**config.mk**
```make
export PLATFORM = sky130hd
export DESIGN_NAME = uart_line_status
export DESIGN_NICKNAME = d
export VERILOG_FILES = /design/src/rtl/lsr_pkg.sv /design/src/rtl/lsr_queue.sv /design/src/rtl/lsr_rx_flags.sv /design/src/rtl/uart_line_status.sv
export SDC_FILE = /design/constraint.sdc
export NUM_CORES = 1
export LEC_CHECK = 0
export ABC_AREA = 0
export BUFFER_PORTS_ARGS = -buffer_cell sky130_fd_sc_hd__buf_2
export CORE_ASPECT_RATIO = 0.7
export CORE_MARGIN = 2
export CORE_UTILIZATION = 62
export CTS_CLUSTER_SIZE = 40
export DETAILED_ROUTE_END_ITERATION = 16
export MAX_ROUTING_LAYER = met4
export PLACE_DENSITY = 0.8
export RECOVER_POWER = 25
export SYNTH_ARGS = -nofsm -noshare
export SYNTH_HDL_FRONTEND = slang
export SYNTH_SLANG_ARGS = --single-unit
export TNS_END_PERCENT = 100
```
**constraint.sdc**
```tcl
create_clock -name clk -period 5.05 [get_ports clk]
set_input_delay 1.01 -clock clk [delete_from_list [all_inputs] [get_ports clk]]
set_output_delay 1.01 -clock clk [all_outputs]
set_load 0.05 [all_outputs]
```
**src/rtl/lsr_pkg.sv**
```systemverilog
package lsr_pkg;
   localparam int unsigned CHAR_W = 8;

   // status word bit positions (decoded by host software)
   localparam int unsigned ST_DR   = 0;
   localparam int unsigned ST_OE   = 1;
   localparam int unsigned ST_PE   = 2;
   localparam int unsigned ST_FE   = 3;
   localparam int unsigned ST_BI   = 4;
   localparam int unsigned ST_THRE = 5;
   localparam int unsigned ST_TEMT = 6;
   localparam int unsigned ST_QERR = 7;

   typedef struct packed {
      logic              any_err;  // counted in aggregate, even if tags masked
      logic              brk;
      logic              ferr;
      logic              perr;
      logic [CHAR_W-1:0] data;
   } rx_ent_t;

   localparam int unsigned RX_ENT_W = $bits(rx_ent_t);
endpackage

```
**src/rtl/lsr_queue.sv**
```systemverilog
module lsr_queue #(
   parameter int unsigned DEPTH = 16,
   parameter int unsigned W     = 8
) (
   input  logic         clk,
   input  logic         rst_n,
   input  logic         fifo_mode,
   input  logic         push,
   input  logic [W-1:0] push_val,
   input  logic         pop_req,
   input  logic         flush,
   output logic [W-1:0] head,
   output logic         has_data,
   output logic         last_one,
   output logic         push_ok,
   output logic         pop_ok
);
   localparam int unsigned AW = $clog2(DEPTH);
   localparam int unsigned CW = $clog2(DEPTH + 1);

   if (DEPTH < 2 || (DEPTH & (DEPTH - 1)) != 0) begin : g_bad_depth
      $error("lsr_queue: DEPTH must be a power of two, at least 2");
   end
   if (W < 1) begin : g_bad_width
      $error("lsr_queue: W must be positive");
   end

   logic [AW-1:0] wp_q, rp_q;
   logic [CW-1:0] cnt_q;
   logic          at_cap;
   logic [W-1:0]  slot_w [DEPTH];

   assign has_data = (cnt_q != '0);
   assign last_one = (cnt_q == CW'(1));
   assign at_cap   = fifo_mode ? (cnt_q == CW'(DEPTH)) : has_data;
   assign pop_ok   = pop_req & has_data & ~flush;
   assign push_ok  = push & ~flush & (~at_cap | pop_ok);
   assign head     = slot_w[rp_q];

   for (genvar g = 0; g < DEPTH; g++) begin : g_slot
      logic [W-1:0] slot_q;
      always_ff @(posedge clk or negedge rst_n) begin
         if (!rst_n)
            slot_q <= '0;
         else if (push_ok && wp_q == AW'(g))
            slot_q <= push_val;
      end
      assign slot_w[g] = slot_q;
   end

   always_ff @(posedge clk or negedge rst_n) begin
      if (!rst_n) begin
         wp_q  <= '0;
         rp_q  <= '0;
         cnt_q <= '0;
      end else if (flush) begin
         wp_q  <= '0;
         rp_q  <= '0;
         cnt_q <= '0;
      end else begin
         if (push_ok) wp_q <= wp_q + AW'(1);
         if (pop_ok)  rp_q <= rp_q + AW'(1);
         cnt_q <= cnt_q + CW'(push_ok) - CW'(pop_ok);
      end
   end
endmodule

```
**src/rtl/lsr_rx_flags.sv**
```systemverilog
module lsr_rx_flags #(
   parameter int unsigned DEPTH = 16
) (
   input  logic clk,
   input  logic rst_n,
   input  logic push_ok,
   input  logic push_err,
   input  logic pop_ok,
   input  logic pop_err,
   input  logic flush,
   input  logic overrun,
   input  logic lsr_rd,
   input  logic has_data,
   output logic oe,
   output logic hide_pf,
   output logic qerr,
   output logic first_done
);
   localparam int unsigned CW = $clog2(DEPTH + 1);

   logic [CW-1:0] err_cnt_q;
   logic          lock_q, oe_q, hide_q, first_q;

   assign qerr       = lock_q | (err_cnt_q != '0);
   assign oe         = oe_q;
   assign hide_pf    = hide_q;
   assign first_done = first_q;

   always_ff @(posedge clk or negedge rst_n) begin
      if (!rst_n) begin
         err_cnt_q <= '0;
         lock_q    <= 1'b0;
         oe_q      <= 1'b0;
         hide_q    <= 1'b0;
         first_q   <= 1'b0;
      end else begin
         if (flush)
            err_cnt_q <= '0;
         else
            err_cnt_q <= err_cnt_q + CW'(push_ok & push_err) - CW'(pop_ok & pop_err);

         if (flush && qerr) lock_q <= 1'b1;

         if (overrun)     oe_q <= 1'b1;
         else if (lsr_rd) oe_q <= 1'b0;

         if (flush || pop_ok)         hide_q <= 1'b0;
         else if (lsr_rd && has_data) hide_q <= 1'b1;

         if (push_ok) first_q <= 1'b1;
      end
   end
endmodule

```
**src/rtl/uart_line_status.sv**
```systemverilog
module uart_line_status
   import lsr_pkg::*;
#(
   parameter int unsigned RX_DEPTH = 16,
   parameter int unsigned TX_DEPTH = 16
) (
   input  logic              clk,
   input  logic              rst_n,
   input  logic              fifo_mode,
   input  logic              parity_en,
   input  logic              lsi_en,
   input  logic              thre_en,
   input  logic              rx_stb,
   input  logic [CHAR_W-1:0] rx_data,
   input  logic              rx_perr,
   input  logic              rx_ferr,
   input  logic              rx_brk,
   input  logic              rx_pop,
   input  logic              rx_flush,
   output logic [CHAR_W-1:0] rx_head,
   input  logic              lsr_rd,
   output logic [7:0]        lsr,
   input  logic              tx_wr,
   input  logic [CHAR_W-1:0] tx_data,
   input  logic              tx_flush,
   input  logic              tx_take,
   input  logic              tx_busy,
   output logic              tx_avail,
   output logic [CHAR_W-1:0] tx_head,
   output logic              irq_ls,
   output logic              irq_thre
);
   rx_ent_t new_ent, head_ent;
   logic [RX_ENT_W-1:0] head_vec;
   logic rx_has, rx_last, rx_push_ok, rx_pop_ok, rx_overrun;
   logic oe, hide_pf, qerr, first_done;
   logic perr_g;

   assign perr_g = rx_perr & parity_en;

   always_comb begin
      new_ent.data    = rx_data;
      new_ent.any_err = perr_g | rx_ferr | rx_brk;
      // the first character after reset keeps its detailed tags cleared
      new_ent.perr    = perr_g  & first_done;
      new_ent.ferr    = rx_ferr & first_done;
      new_ent.brk     = rx_brk  & first_done;
   end

   lsr_queue #(.DEPTH(RX_DEPTH), .W(RX_ENT_W)) i_rxq (
      .clk      (clk),
      .rst_n    (rst_n),
      .fifo_mode(fifo_mode),
      .push     (rx_stb),
      .push_val (new_ent),
      .pop_req  (rx_pop),
      .flush    (rx_flush),
      .head     (head_vec),
      .has_data (rx_has),
      .last_one (rx_last),
      .push_ok  (rx_push_ok),
      .pop_ok   (rx_pop_ok)
   );

   assign head_ent   = rx_ent_t'(head_vec);
   assign rx_head    = head_ent.data;
   assign rx_overrun = rx_stb & ~rx_flush & ~rx_push_ok;

   lsr_rx_flags #(.DEPTH(RX_DEPTH)) i_rxf (
      .clk       (clk),
      .rst_n     (rst_n),
      .push_ok   (rx_push_ok),
      .push_err  (new_ent.any_err),
      .pop_ok    (rx_pop_ok),
      .pop_err   (head_ent.any_err),
      .flush     (rx_flush),
      .overrun   (rx_overrun),
      .lsr_rd    (lsr_rd),
      .has_data  (rx_has),
      .oe        (oe),
      .hide_pf   (hide_pf),
      .qerr      (qerr),
      .first_done(first_done)
   );

   // transmit side
   logic tx_has, tx_last, tx_wr_ok, tx_take_ok, drained;
   logic thre_q, irq_thre_q;

   lsr_queue #(.DEPTH(TX_DEPTH), .W(CHAR_W)) i_txq (
      .clk      (clk),
      .rst_n    (rst_n),
      .fifo_mode(fifo_mode),
      .push     (tx_wr),
      .push_val (tx_data),
      .pop_req  (tx_take),
      .flush    (tx_flush),
      .head     (tx_head),
      .has_data (tx_has),
      .last_one (tx_last),
      .push_ok  (tx_wr_ok),
      .pop_ok   (tx_take_ok)
   );

   assign tx_avail = tx_has;
   assign drained  = tx_take_ok & tx_last & ~tx_wr_ok;

   always_ff @(posedge clk or negedge rst_n) begin
      if (!rst_n) begin
         thre_q     <= 1'b0;
         irq_thre_q <= 1'b0;
      end else begin
         if (drained)       thre_q <= 1'b1;
         else if (tx_wr_ok) thre_q <= 1'b0;

         if (drained && !thre_q && thre_en)      irq_thre_q <= 1'b1;
         else if (lsr_rd || tx_wr_ok || !thre_en) irq_thre_q <= 1'b0;
      end
   end

   always_comb begin
      lsr          = '0;
      lsr[ST_DR]   = rx_has;
      lsr[ST_OE]   = oe;
      lsr[ST_PE]   = rx_has & head_ent.perr & ~hide_pf;
      lsr[ST_FE]   = rx_has & head_ent.ferr & ~hide_pf;
      lsr[ST_BI]   = rx_has & head_ent.brk;
      lsr[ST_THRE] = thre_q;
      lsr[ST_TEMT] = thre_q & ~tx_busy;
      lsr[ST_QERR] = qerr;
   end

   assign irq_ls   = lsi_en & (|lsr[ST_BI:ST_OE]);
   assign irq_thre = irq_thre_q;
endmodule

```
After elaboration in Yosys (flattened, before gate mapping)
Cells that the tools add are included.
{ "classes": {"n_addsub": 10, "order_cmp": 2, "n_eq_ne": 33, "n_mux": 27, "n_bitwise": 39, "n_reduce_logical": 55} }
{ "ops": {"columns": ["operator", "n"], "rows": [
  ["4-bit equality test, second input constant", 16],
  ["12-bit binary-select mux with 4-bit select", 1],
  ["1-bit logical AND", 36],
  ["8-bit binary-select mux with 4-bit select", 1],
  ["4-bit by 3-bit equality test with 1-bit output, second input constant", 8],
  ["4-bit two-way mux", 8],
  ["1-bit AND", 24],
  ["12-bit two-way mux", 2],
  ["4-bit by 1-bit adder with 4-bit output, second input constant", 4],
  ["4-bit by 2-bit equality test with 1-bit output, second input constant", 4],
  ["8-bit two-way mux", 2],
  ["2-bit nonzero test", 8],
  ["5-bit two-way mux", 3],
  ["5-bit nonzero test", 3],
  ["5-bit by 1-bit adder with 5-bit output", 2],
  ["5-bit equality test, second input constant", 2],
  ["5-bit greater-or-equal comparator, second input constant", 2],
  ["1-bit two-way mux", 10],
  ["4-bit inverter with 5-bit output", 2],
  ["5-bit by 1-bit subtractor with 5-bit output", 2],
  ["4-bit by 1-bit equality test with 1-bit output, second input constant", 2],
  ["4-bit logical NOT", 2],
  ["1-bit inverter", 8],
  ["5-bit adder", 1],
  ["6 further kinds", 13]
]} }
{ "totals": {"regBits": 357, "output_inout_bits": 27} }

Logic depth before layout (Yosys ltp)
Gate-level depths: netlist of run 1.
{ "depth": {"depth_word": 10, "depth_mapped": 16, "depth_no_buf": 15} }

By module
Synthesis of run 1 repeated with hierarchy kept, for this count alone.
{ "hier_totals": {"cells_unflattened": 1260, "hier_area_um2": 17879.6} }
{ "by_module_without_submodules": {"columns": ["module", "n_inst", "cells_per_inst", "area_each_um2", "seq_area_each_um2"], "rows": [
  ["lsr_queue (i_rxq)", 1, 681, 10179.8, 5129.9],
  ["lsr_queue (i_txq)", 1, 502, 6964.2, 3528.4],
  ["lsr_rx_flags", 1, 52, 519.2, 225.2],
  ["uart_line_status", 1, 25, 216.5, 50.0]
]} }

Worst setup path after synthesis of run 1
No wires, ideal clock.
{ "synth_timing": {"path_type": "register to output", "startpoint": "register i_rxq.rp_q[1]", "endpoint": "output irq_ls", "arrival_ns": 3.163, "required_time_ns": 4.040, "slack_ns": 0.877, "stages_incl_launch_ff": 7, "path_cell_list": "dfrtp_1 buf_2 buf_2 clkbuf_1 a2111oi_0 o31ai_1 o41a_1"} }
{ "synth_between": {"elab_cells_between_ends": 11, "cone_classes": "3 x mux; 7 x bitwise; 1 x reduce/logical"} }
{ "synth_lines": {"columns": ["item", "line", "rtl"], "rows": [
  ["from (decl)", "lsr_queue.sv:28", "logic [AW-1:0] wp_q, rp_q;"],
  ["from (signal assigned)", "lsr_queue.sv:62", "if (pop_ok) rp_q <= rp_q + AW'(1);"],
  ["4-bit inverter with 5-bit output (not written as such)", "lsr_queue.sv:38", "assign head = slot_w[rp_q];"],
  ["12-bit binary-select mux with 4-bit select", "lsr_queue.sv:38", null],
  ["12-bit two-way mux (not written as such) (2 in series)", "lsr_queue.sv:38", null],
  ["1-bit AND", "uart_line_status.sv:127", "lsr[ST_BI] = rx_has & head_ent.brk;"],
  ["named net lsr[4]", "uart_line_status.sv:22", "output logic [7:0] lsr,"],
  ["4-bit OR reduction", "uart_line_status.sv:133", "assign irq_ls = lsi_en & (|lsr[ST_BI:ST_OE]);"],
  ["1-bit AND", "uart_line_status.sv:133", null],
  ["to (decl)", "uart_line_status.sv:30", "output logic irq_ls,"]
]} }
The timed path passes the listed nets, and every way through them passes these cells. The select of a mux whose other input is x is not followed.

Final worst setup path of run 1
{ "layout_timing": {"startpoint": "register i_rxq.rp_q[1]", "endpoint": "output irq_ls"} }
{ "layout_between": {"elab_chain_cells": 8, "elab_cells_between_ends": 11, "cone_classes": "3 x mux; 7 x bitwise; 1 x reduce/logical"} }
{ "layout_lines": {"columns": ["item", "line"], "rows": [
  ["4-bit inverter with 5-bit output (not written as such) (*)", "lsr_queue.sv:38"],
  ["12-bit binary-select mux with 4-bit select (*)", "lsr_queue.sv:38"],
  ["12-bit two-way mux (not written as such) (*) (2 in series)", "lsr_queue.sv:38"],
  ["1-bit AND (on tied branches) (2 in series)", "uart_line_status.sv:125, uart_line_status.sv:126"],
  ["4-bit OR reduction (*)", "uart_line_status.sv:133"],
  ["1-bit AND (*)", "uart_line_status.sv:133"]
]} }
Mark *: on every way between the ends. The rest lies on a longest branch, timed or not. The select of a mux whose other input is x is not followed.

==> results of run 1 <==
## cells in the mapped netlist (2+ instances only)
cell type  instances
buf_2             33
mux2_1            65
nor2b_1           14
buf_4              4
ha_1              26
nor2_1            27
nand3_1            6
nor3b_1            3
nand2b_1           3
and2_1             9
o211ai_2           7
mux4_1            11
fa_1               3
o2111ai_2          8
or3_1              5
mux4_2            62
a221oi_1          16
xnor2_1           10
mux2i_1           37
a21oi_1           13
mux2_2           193
a22oi_1            8
a21o_1             3
dfrtp_1          357
clkbuf_1          48
xor2_1            10
o21ai_0           78
nand2_1           94
and3_1             9
o21a_1             2
o31ai_1            2
a22o_1             2
inv_1             23
nand4_1            3
nand3b_1           4
nor4b_2            2
buf_1              6
## sequential cells by signal, summed over array words and instances (netlist names), 4 cells and up
| register | cells |
|---|---|
| i_rxf.err_cnt_q | 5 |
| i_rxq.cnt_q | 5 |
| i_rxq.g_slot.slot_q | 192 |
| i_rxq.rp_q | 4 |
| i_rxq.wp_q | 4 |
| i_txq.cnt_q | 5 |
| i_txq.g_slot.slot_q | 128 |
| i_txq.rp_q | 4 |
| i_txq.wp_q | 4 |
## metrics by stage
| step | std cells | setup slack (ps) | total power, W |
|---|---|---|---|
| after detailed placement | 1581 | 1334 | 0.006113 |
| final | 1645 | 780.2 | 0.008682 |
| after floorplan | 1228 | 877.4 | 0.005533 |
| after global placement | 1581 | 1421 | 0.006035 |
| after CTS | 1642 | 840.1 | 0.008710 |
| after global routing | 1643 | 659.4 | 0.009077 |
## final cells by class
type	instances	area [um2]	area share
flip-flops and latches	357	8939	0.4802
clock inverters	11	132.6	0.007125
clock buffers	50	1003	0.05391
inverters	24	90.09	0.004840
repair buffers	82	493.0	0.02648
multi-input cells	754	7493	0.4026
well taps	364	455.4	0.02447
diodes	3	7.507	0.0004033
## worst reg2reg max path, stage by stage (launching register included)
cell and delay, ps:
dfrtp_1 990, mux4_1 430, mux4_2 460, nor3b_1 160
ha_1 300, inv_1 40, ha_1 180, inv_1 80
fa_1 220, inv_1 50, a21oi_1 140, nor2_1 70
or3_1 360, a21oi_1 220
## worst min-delay path by stage
stage | cells after the start | start | slack, ps | endpoint
after global placement | 2 | i_rxq.g_slot[11].slot_q[9] | 450 | i_rxq.g_slot[11].slot_q[9]
after CTS | 2 | i_rxq.g_slot[12].slot_q[8] | 480 | i_rxq.g_slot[12].slot_q[8]
after floorplan | 2 | i_rxq.g_slot[13].slot_q[8] | 440 | i_rxq.g_slot[13].slot_q[8]
after global routing | 2 | i_rxq.g_slot[0].slot_q[10] | 500 | i_rxq.g_slot[0].slot_q[10]
final | 2 | i_rxq.g_slot[1].slot_q[9] | 480 | i_rxq.g_slot[1].slot_q[9]
after detailed placement | 2 | i_rxq.g_slot[12].slot_q[8] | 460 | i_rxq.g_slot[12].slot_q[8]
## cell usage in the layout, fill, tap and decap left out, types with 3 or more instances in the layout
cell	netlist	layout
a21o_1	3	3
a21oi_1	13	13
a221oi_1	16	16
a22oi_1	8	8
and2_1	9	9
and3_1	9	9
buf_2	33	58
buf_4	4	21
clkbuf_1	48	9
clkbuf_16	0	36
clkbuf_8	0	5
clkinv_2	0	3
dfrtp_1	357	355
diode_2	0	3
fa_1	3	3
ha_1	26	26
inv_1	23	23
mux2_1	65	65
mux2_2	193	193
mux2i_1	37	36
mux4_1	11	11
mux4_2	62	62
nand2_1	94	94
nand2b_1	3	3
nand3_1	6	6
nand3b_1	4	4
nand4_1	3	3
nor2_1	27	27
nor2b_1	14	13
nor3b_1	3	3
o2111ai_2	8	9
o211ai_2	7	7
o21ai_0	78	78
or3_1	5	5
xnor2_1	10	10
xor2_1	10	10
## layer usage
metal | routed length [um] | part of all wire | vias up | GRT usage
li1 | - | - | 4547 | -
met1 | 18130 | 0.47 | 5440 | 0.4380
met2 | 16550 | 0.43 | 321 | 0.3984
met3 | 3094 | 0.080 | 54 | 0.06754
met4 | 690 | 0.018 | 0 | 0.06231
met5 | 0 | 0 | - | -
## logic make-up after synthesis
| family | after synthesis | share of synthesized area |
|---|---|---|
| mux | 368 | 0.2930 |
| flops | 357 | 0.5276 |
| simple gates | 189 | 0.05519 |
| xor+xnor | 20 | 0.01034 |
| fa+ha+maj | 29 | 0.02276 |
| buf+inv | 117 | 0.03066 |
| compound gates | 148 | 0.06051 |
## power breakdown
part	internal, W	total, W	switching (W)
clock	0.00150	0.00260	0.00110
sequential	0.00322	0.00354	0.000311
combinational	0.00107	0.00255	0.00148
total	0.00579	0.00868	0.00289
==> run_results.csv, run 1 <==
group,metric,value,unit
final_layout,fin_nets,1316,
detailed_routing,drcViolationCount,0,
detailed_routing,ant_nets,0,
placement,place_congestion,0.7980,
setup_path,crit_chain,"mux4_1, mux4_2, nor2b_1, o41a_1, buf_2",
timing,finalHoldViolCount,0,
timing,slew_viol_final,133,
setup_path,cp_top_family,"flip-flops",
clock_tree,postCtsHoldBufs,0,
floorplan,start_util,0.6324,
setup_path,slowest_delay,990,ps
yosys,synth_top_area_share,0.5276,
timing,relSlewSlack,-1.212,
clock_tree,clockBufferDepth,3,
global_routing,grt_pass1_wl,61070,um
global_routing,antenna_found_initial,1,
setup_path,crit_end,"irq_ls",
clock_tree,tritoncts,"built",
global_routing,grt_usage,0.2881,
timing,period_needed,4270,ps
timing,fin_worst_skew,35.02,ps
setup_path,reg2reg_to,"i_rxf.err_cnt_q[4]",
final_layout,drive_above_1_share,0.3255,
clock_tree,clk_latency,530,ps
timing,hold_ws,476.9,ps
detailed_routing,dr.pass1.iters,5,
floorplan,pin_count,60,
detailed_routing,drt_iter0_markers,775,
setup_path,worst_setup_path_start_kind,"flop",
status,status,"finished with violations",
setup_path,cp-startpoint,"i_rxq.rp_q[1]",
yosys,yosys_warnings,0,
timing,setup_tns,0,ps
timing,setup_viol_count_final,0,
yosys,synth_top_flop_cell,"dfrtp_1",
yosys,synth_cells,1228,
yosys,yosysUniqueCellTypes,59,
global_routing,overflow,0,
final_layout,design_area,18610,um2
floorplan,die_w,201.5,um
yosys,yosysTopAreaCell,"dfrtp_1",
clock_tree,root_buffer,"clkbuf_16",
yosys,synth-async-reset-ratio,1.000,
floorplan,fp.dieH,142.3,um
clock_tree,cts_num_sinks,357,
status,violations,"capacitance limit, slew limit",
setup_path,cp.required,4040,ps
yosys,syn_nets,1290,
timing,period_share,0.8455,
yosys,synthTopCellsByArea,"dfrtp_1 (53%), mux2_2 (13%), mux4_2 (8.2%), mux2_1 (4.3%), o21ai_0 (2.3%)",
timing,fmax,234.2,MHz
power,p_leak,8.850,nW
floorplan,dieArea,28670,um2
setup_path,reg2reg_from,"i_rxq.rp_q[1]",
floorplan,core,26780,um2
setup_path,crit_slowest_cell,"dfrtp_1",
global_routing,first_global_vias,10540,
yosys,synth-seq-area-share,0.5276,
setup_path,crit_cells,5,
detailed_routing,post_drt_wl_per_cell,23.38,um
setup_path,reg2reg_depth,13,
final_layout,fin_util,0.6952,
placement,dpl_cell_area,17480,um2
detailed_routing,vias_per_cell,6.299,
global_routing,grt_max_degree,135,
yosys,syn_area,16930,um2
clock_tree,cts_buffers,35,
setup_path,end_kind,"output port",
yosys,ys_ff_latch,357,
clock_tree,path_clk_slew,70,ps
clock_tree,postCtsSetupBuffers,0,
detailed_routing,vias,10360,
placement,io_buffers,59,
yosys,syn_area_per_cell,13.79,um2
timing,rsz0062_at_grt,"false",
clock_tree,cts_max_level,2,
detailed_routing,wirelength,38470,um
final_layout,syn2layout_area_growth,9.923,%
clock_tree,post_cts_resized,0,
run,maxCapViolations,1,
setup_path,crit_buf_inv,1,
timing,worst_pin_slew,3318,ps
floorplan,row_count,50,
yosys,synth_edf_count,0,
power,powerDensity,466.4,nW/um2
setup_path,crit_type,"reg -> out",
setup_path,crit_fanout,24,
setup_path,arrival,3260,ps
min_path,min_path_type,"reg -> reg",
final_layout,nFillCells,1815,
setup_path,r2r_slack,1230,ps
power,peakVddDrop,0.3278,mV
placement,hpwl,24270,um
(Power assumes the default switching activity.)
==> inputs of run 2 (changes only) <==
==> constraint.sdc (replaced) <==
create_clock -name clk -period 4.09 [get_ports clk]
set_input_delay 0.818 -clock clk [delete_from_list [all_inputs] [get_ports clk]]
set_output_delay 0.818 -clock clk [all_outputs]
set_load 0.05 [all_outputs]
==> run 2 against run 1 <==
Against the previous run:
- the run still ends with capacitance limit, slew limit left
- critical endpoint unchanged
- sequential power increased by 22%
- largest power group unchanged
- cell count increased by 0.36%
- first-iteration DRC count increased by 0.65%
- via count increased by 0.56%
- worst hold slack got worse by 0.62 ps
- highest routed layer unchanged
- global-route usage increased by 0.25 points
- clock power increased by 33%
- total power increased by 27%
- clock skew decreased by 4.2 ps
==> run_results.csv, run 2 (synthesized netlist as in run 1, its figures left out) <==
group,metric,value,unit
detailed_routing,drcViolationCount,0,
setup_path,crit_fanout,15,
global_routing,grt_usage,0.2907,
timing,setup_viol_count_final,0,
final_layout,final_cell_mix,"dfrtp_1 (355), mux2_2 (193), nand2_1 (94)",
global_routing,overflow,0,
timing,fin_worst_skew,30.78,ps
power,powerDensity,585.2,nW/um2
power,p_switching,0.003591,W
detailed_routing,wirelength,38590,um
detailed_routing,vias_per_cell,6.311,
placement,dp_cells,1587,
floorplan,row_count,50,
power,p_comb_frac,0.292,
setup_path,cp.required,3270,ps
detailed_routing,vias,10420,
setup_path,end_kind,"output port",
placement,io_buffers,59,
power,peakVddDrop,0.4016,mV
floorplan,dieArea,28670,um2
final_layout,largest-register,"i_rxq.g_slot.slot_q",
final_layout,instances_no_fill,1651,
timing,setup_tns,0,ps
floorplan,die_w,201.5,um
detailed_routing,dr.pass1.iters,5,
global_routing,grt_pass1_wl,61630,um
final_layout,drive_above_1_share,0.3289,
setup_path,worst_setup_path_start_kind,"flop",
floorplan,core,26780,um2
final_layout,mostFrequentLayoutCell,"dfrtp_1",
timing,period_needed,3954,ps
setup_path,crit_type,"reg -> out",
floorplan,pin_count,60,
status,violations,"capacitance limit, slew limit",
floorplan,start_util,0.6324,
clock_tree,cts_buffers,35,
power,p_leak,8.948,nW
detailed_routing,post_drt_wl_per_cell,23.38,um
setup_path,slowest_delay,710,ps
clock_tree,cts_max_level,2,
final_layout,layout_top_registers,"i_rxq.g_slot.slot_q: 192 flops, i_txq.g_slot.slot_q: 128 flops",
clock_tree,post_cts_resized,0,
clock_tree,clockBufferDepth,3,
setup_path,crit_slowest_cell,"dfrtp_1",
placement,place_congestion,0.8029,
power,power.share.clock,0.315,
clock_tree,path_clk_slew,70,ps
clock_tree,clk_latency,540,ps
placement,hpwl,25230,um
status,status,"finished with violations",
timing,slew_viol_final,62,
final_layout,design_area,18790,um2
detailed_routing,ant_nets,0,
final_layout,syn2layout_area_growth,10.94,%
setup_path,arrival,3140,ps
timing,period_share,0.9666,
global_routing,first_global_vias,10560,
power,seqPwrFrac,0.392,
setup_path,crit_chain,"buf_4, mux4_1, mux4_2, nor2b_1, o41a_1, buf_2",
clock_tree,tritoncts,"built",
power,internal_power,0.007403,W
clock_tree,postCtsSetupBuffers,0,
final_layout,fin_util,0.7016,
timing,rsz0062_at_grt,"false",
power,sw_frac_of_total,0.3267,
timing,worst_pin_slew,3092,ps
clock_tree,root_buffer,"clkbuf_16",
final_layout,fin_nets,1322,
floorplan,fp.dieH,142.3,um
timing,relSlewSlack,-1.061,
global_routing,antenna_found_initial,1,
final_layout,largest_reg_flops,192,
placement,dpl_cell_area,17550,um2
timing,fmax,252.9,MHz
run,maxCapViolations,1,
clock_tree,postCtsHoldBufs,0,
timing,finalHoldViolCount,0,
clock_tree,cts_num_sinks,357,
detailed_routing,drt_iter0_markers,780,
min_path,min_path_type,"reg -> reg",
global_routing,grt_max_degree,95,
## run 2: cell count changes in the layout (fill, tap and decap cells not counted), sizes merged, moves of 2 or more
cell      before  now
bufinv         2    6
clkinvlp       2    0
diode          3    1
clkbuf        51   49
inv           24   26
buf           81   87
## run 2: stage by stage
step | power, W | hold slack [ps] | worst slack [ps]
finish | 0.01099 | 476.3 | 136.5
CTS | 0.01105 | 242.9 | 128.5
global route | 0.01149 | 495.2 | 15.02
floorplan | 0.006832 | 441.6 | 109.4
detailed placement | 0.007575 | 466.0 | 688.7
global placement | 0.007493 | 455.5 | 714.8
## run 2: power groups by stage
stage,registers [W],logic (W),clock network (W)
after global placement,0.00434,0.00315,0
after floorplan,0.00420,0.00263,0
final,0.00431,0.00321,0.00347
after global routing,0.00437,0.00344,0.00367
after CTS,0.00431,0.00323,0.00351
after detailed placement,0.00437,0.00321,0
## run 2: routing by layer
layer	routed length, um	global-route usage
met1	18020	0.4443
met2	17120	0.4064
met3	2896	0.05952
met4	550	0.06076
met5	0	-
## run 2: layout make-up
class                      instances  area [um2]
inverter                          24       90.09
fill                            1826        7989
clock buffer                      49       989.7
clock inverter                    14       246.5
multi-input combinational        754        7493
tap                              364       455.4
timing repair buffer              88       570.5
antenna                            1       2.502
sequential                       357        8939
## run 2: critical path: cells and delay by family, from the launching register on
| family | cells | cell delay (ps) |
|---|---|---|
| mux | 2 | 780 |
| compound gates | 1 | 410 |
| buf+inv | 2 | 540 |
| simple gates | 1 | 160 |
| flops | 1 | 710 |
## run 2: worst paths after layout
path / startpoint / endpoint / slack, ps / depth (start not counted)
min reg2reg: i_rxq.g_slot[14].slot_q[9] / i_rxq.g_slot[14].slot_q[9] / 480 / 2
max reg2reg: i_rxq.rp_q[0] / i_rxf.err_cnt_q[4] / 660 / 13
max in group asynchronous: rst_n / i_txq.rp_q[0] / 840 / 2
min: i_rxq.g_slot[14].slot_q[9] / i_rxq.g_slot[14].slot_q[9] / 480 / 2
min in group asynchronous: rst_n / i_txq.g_slot[3].slot_q[3] / 1430 / 1
max: i_rxq.rp_q[1] / irq_ls / 140 / 6
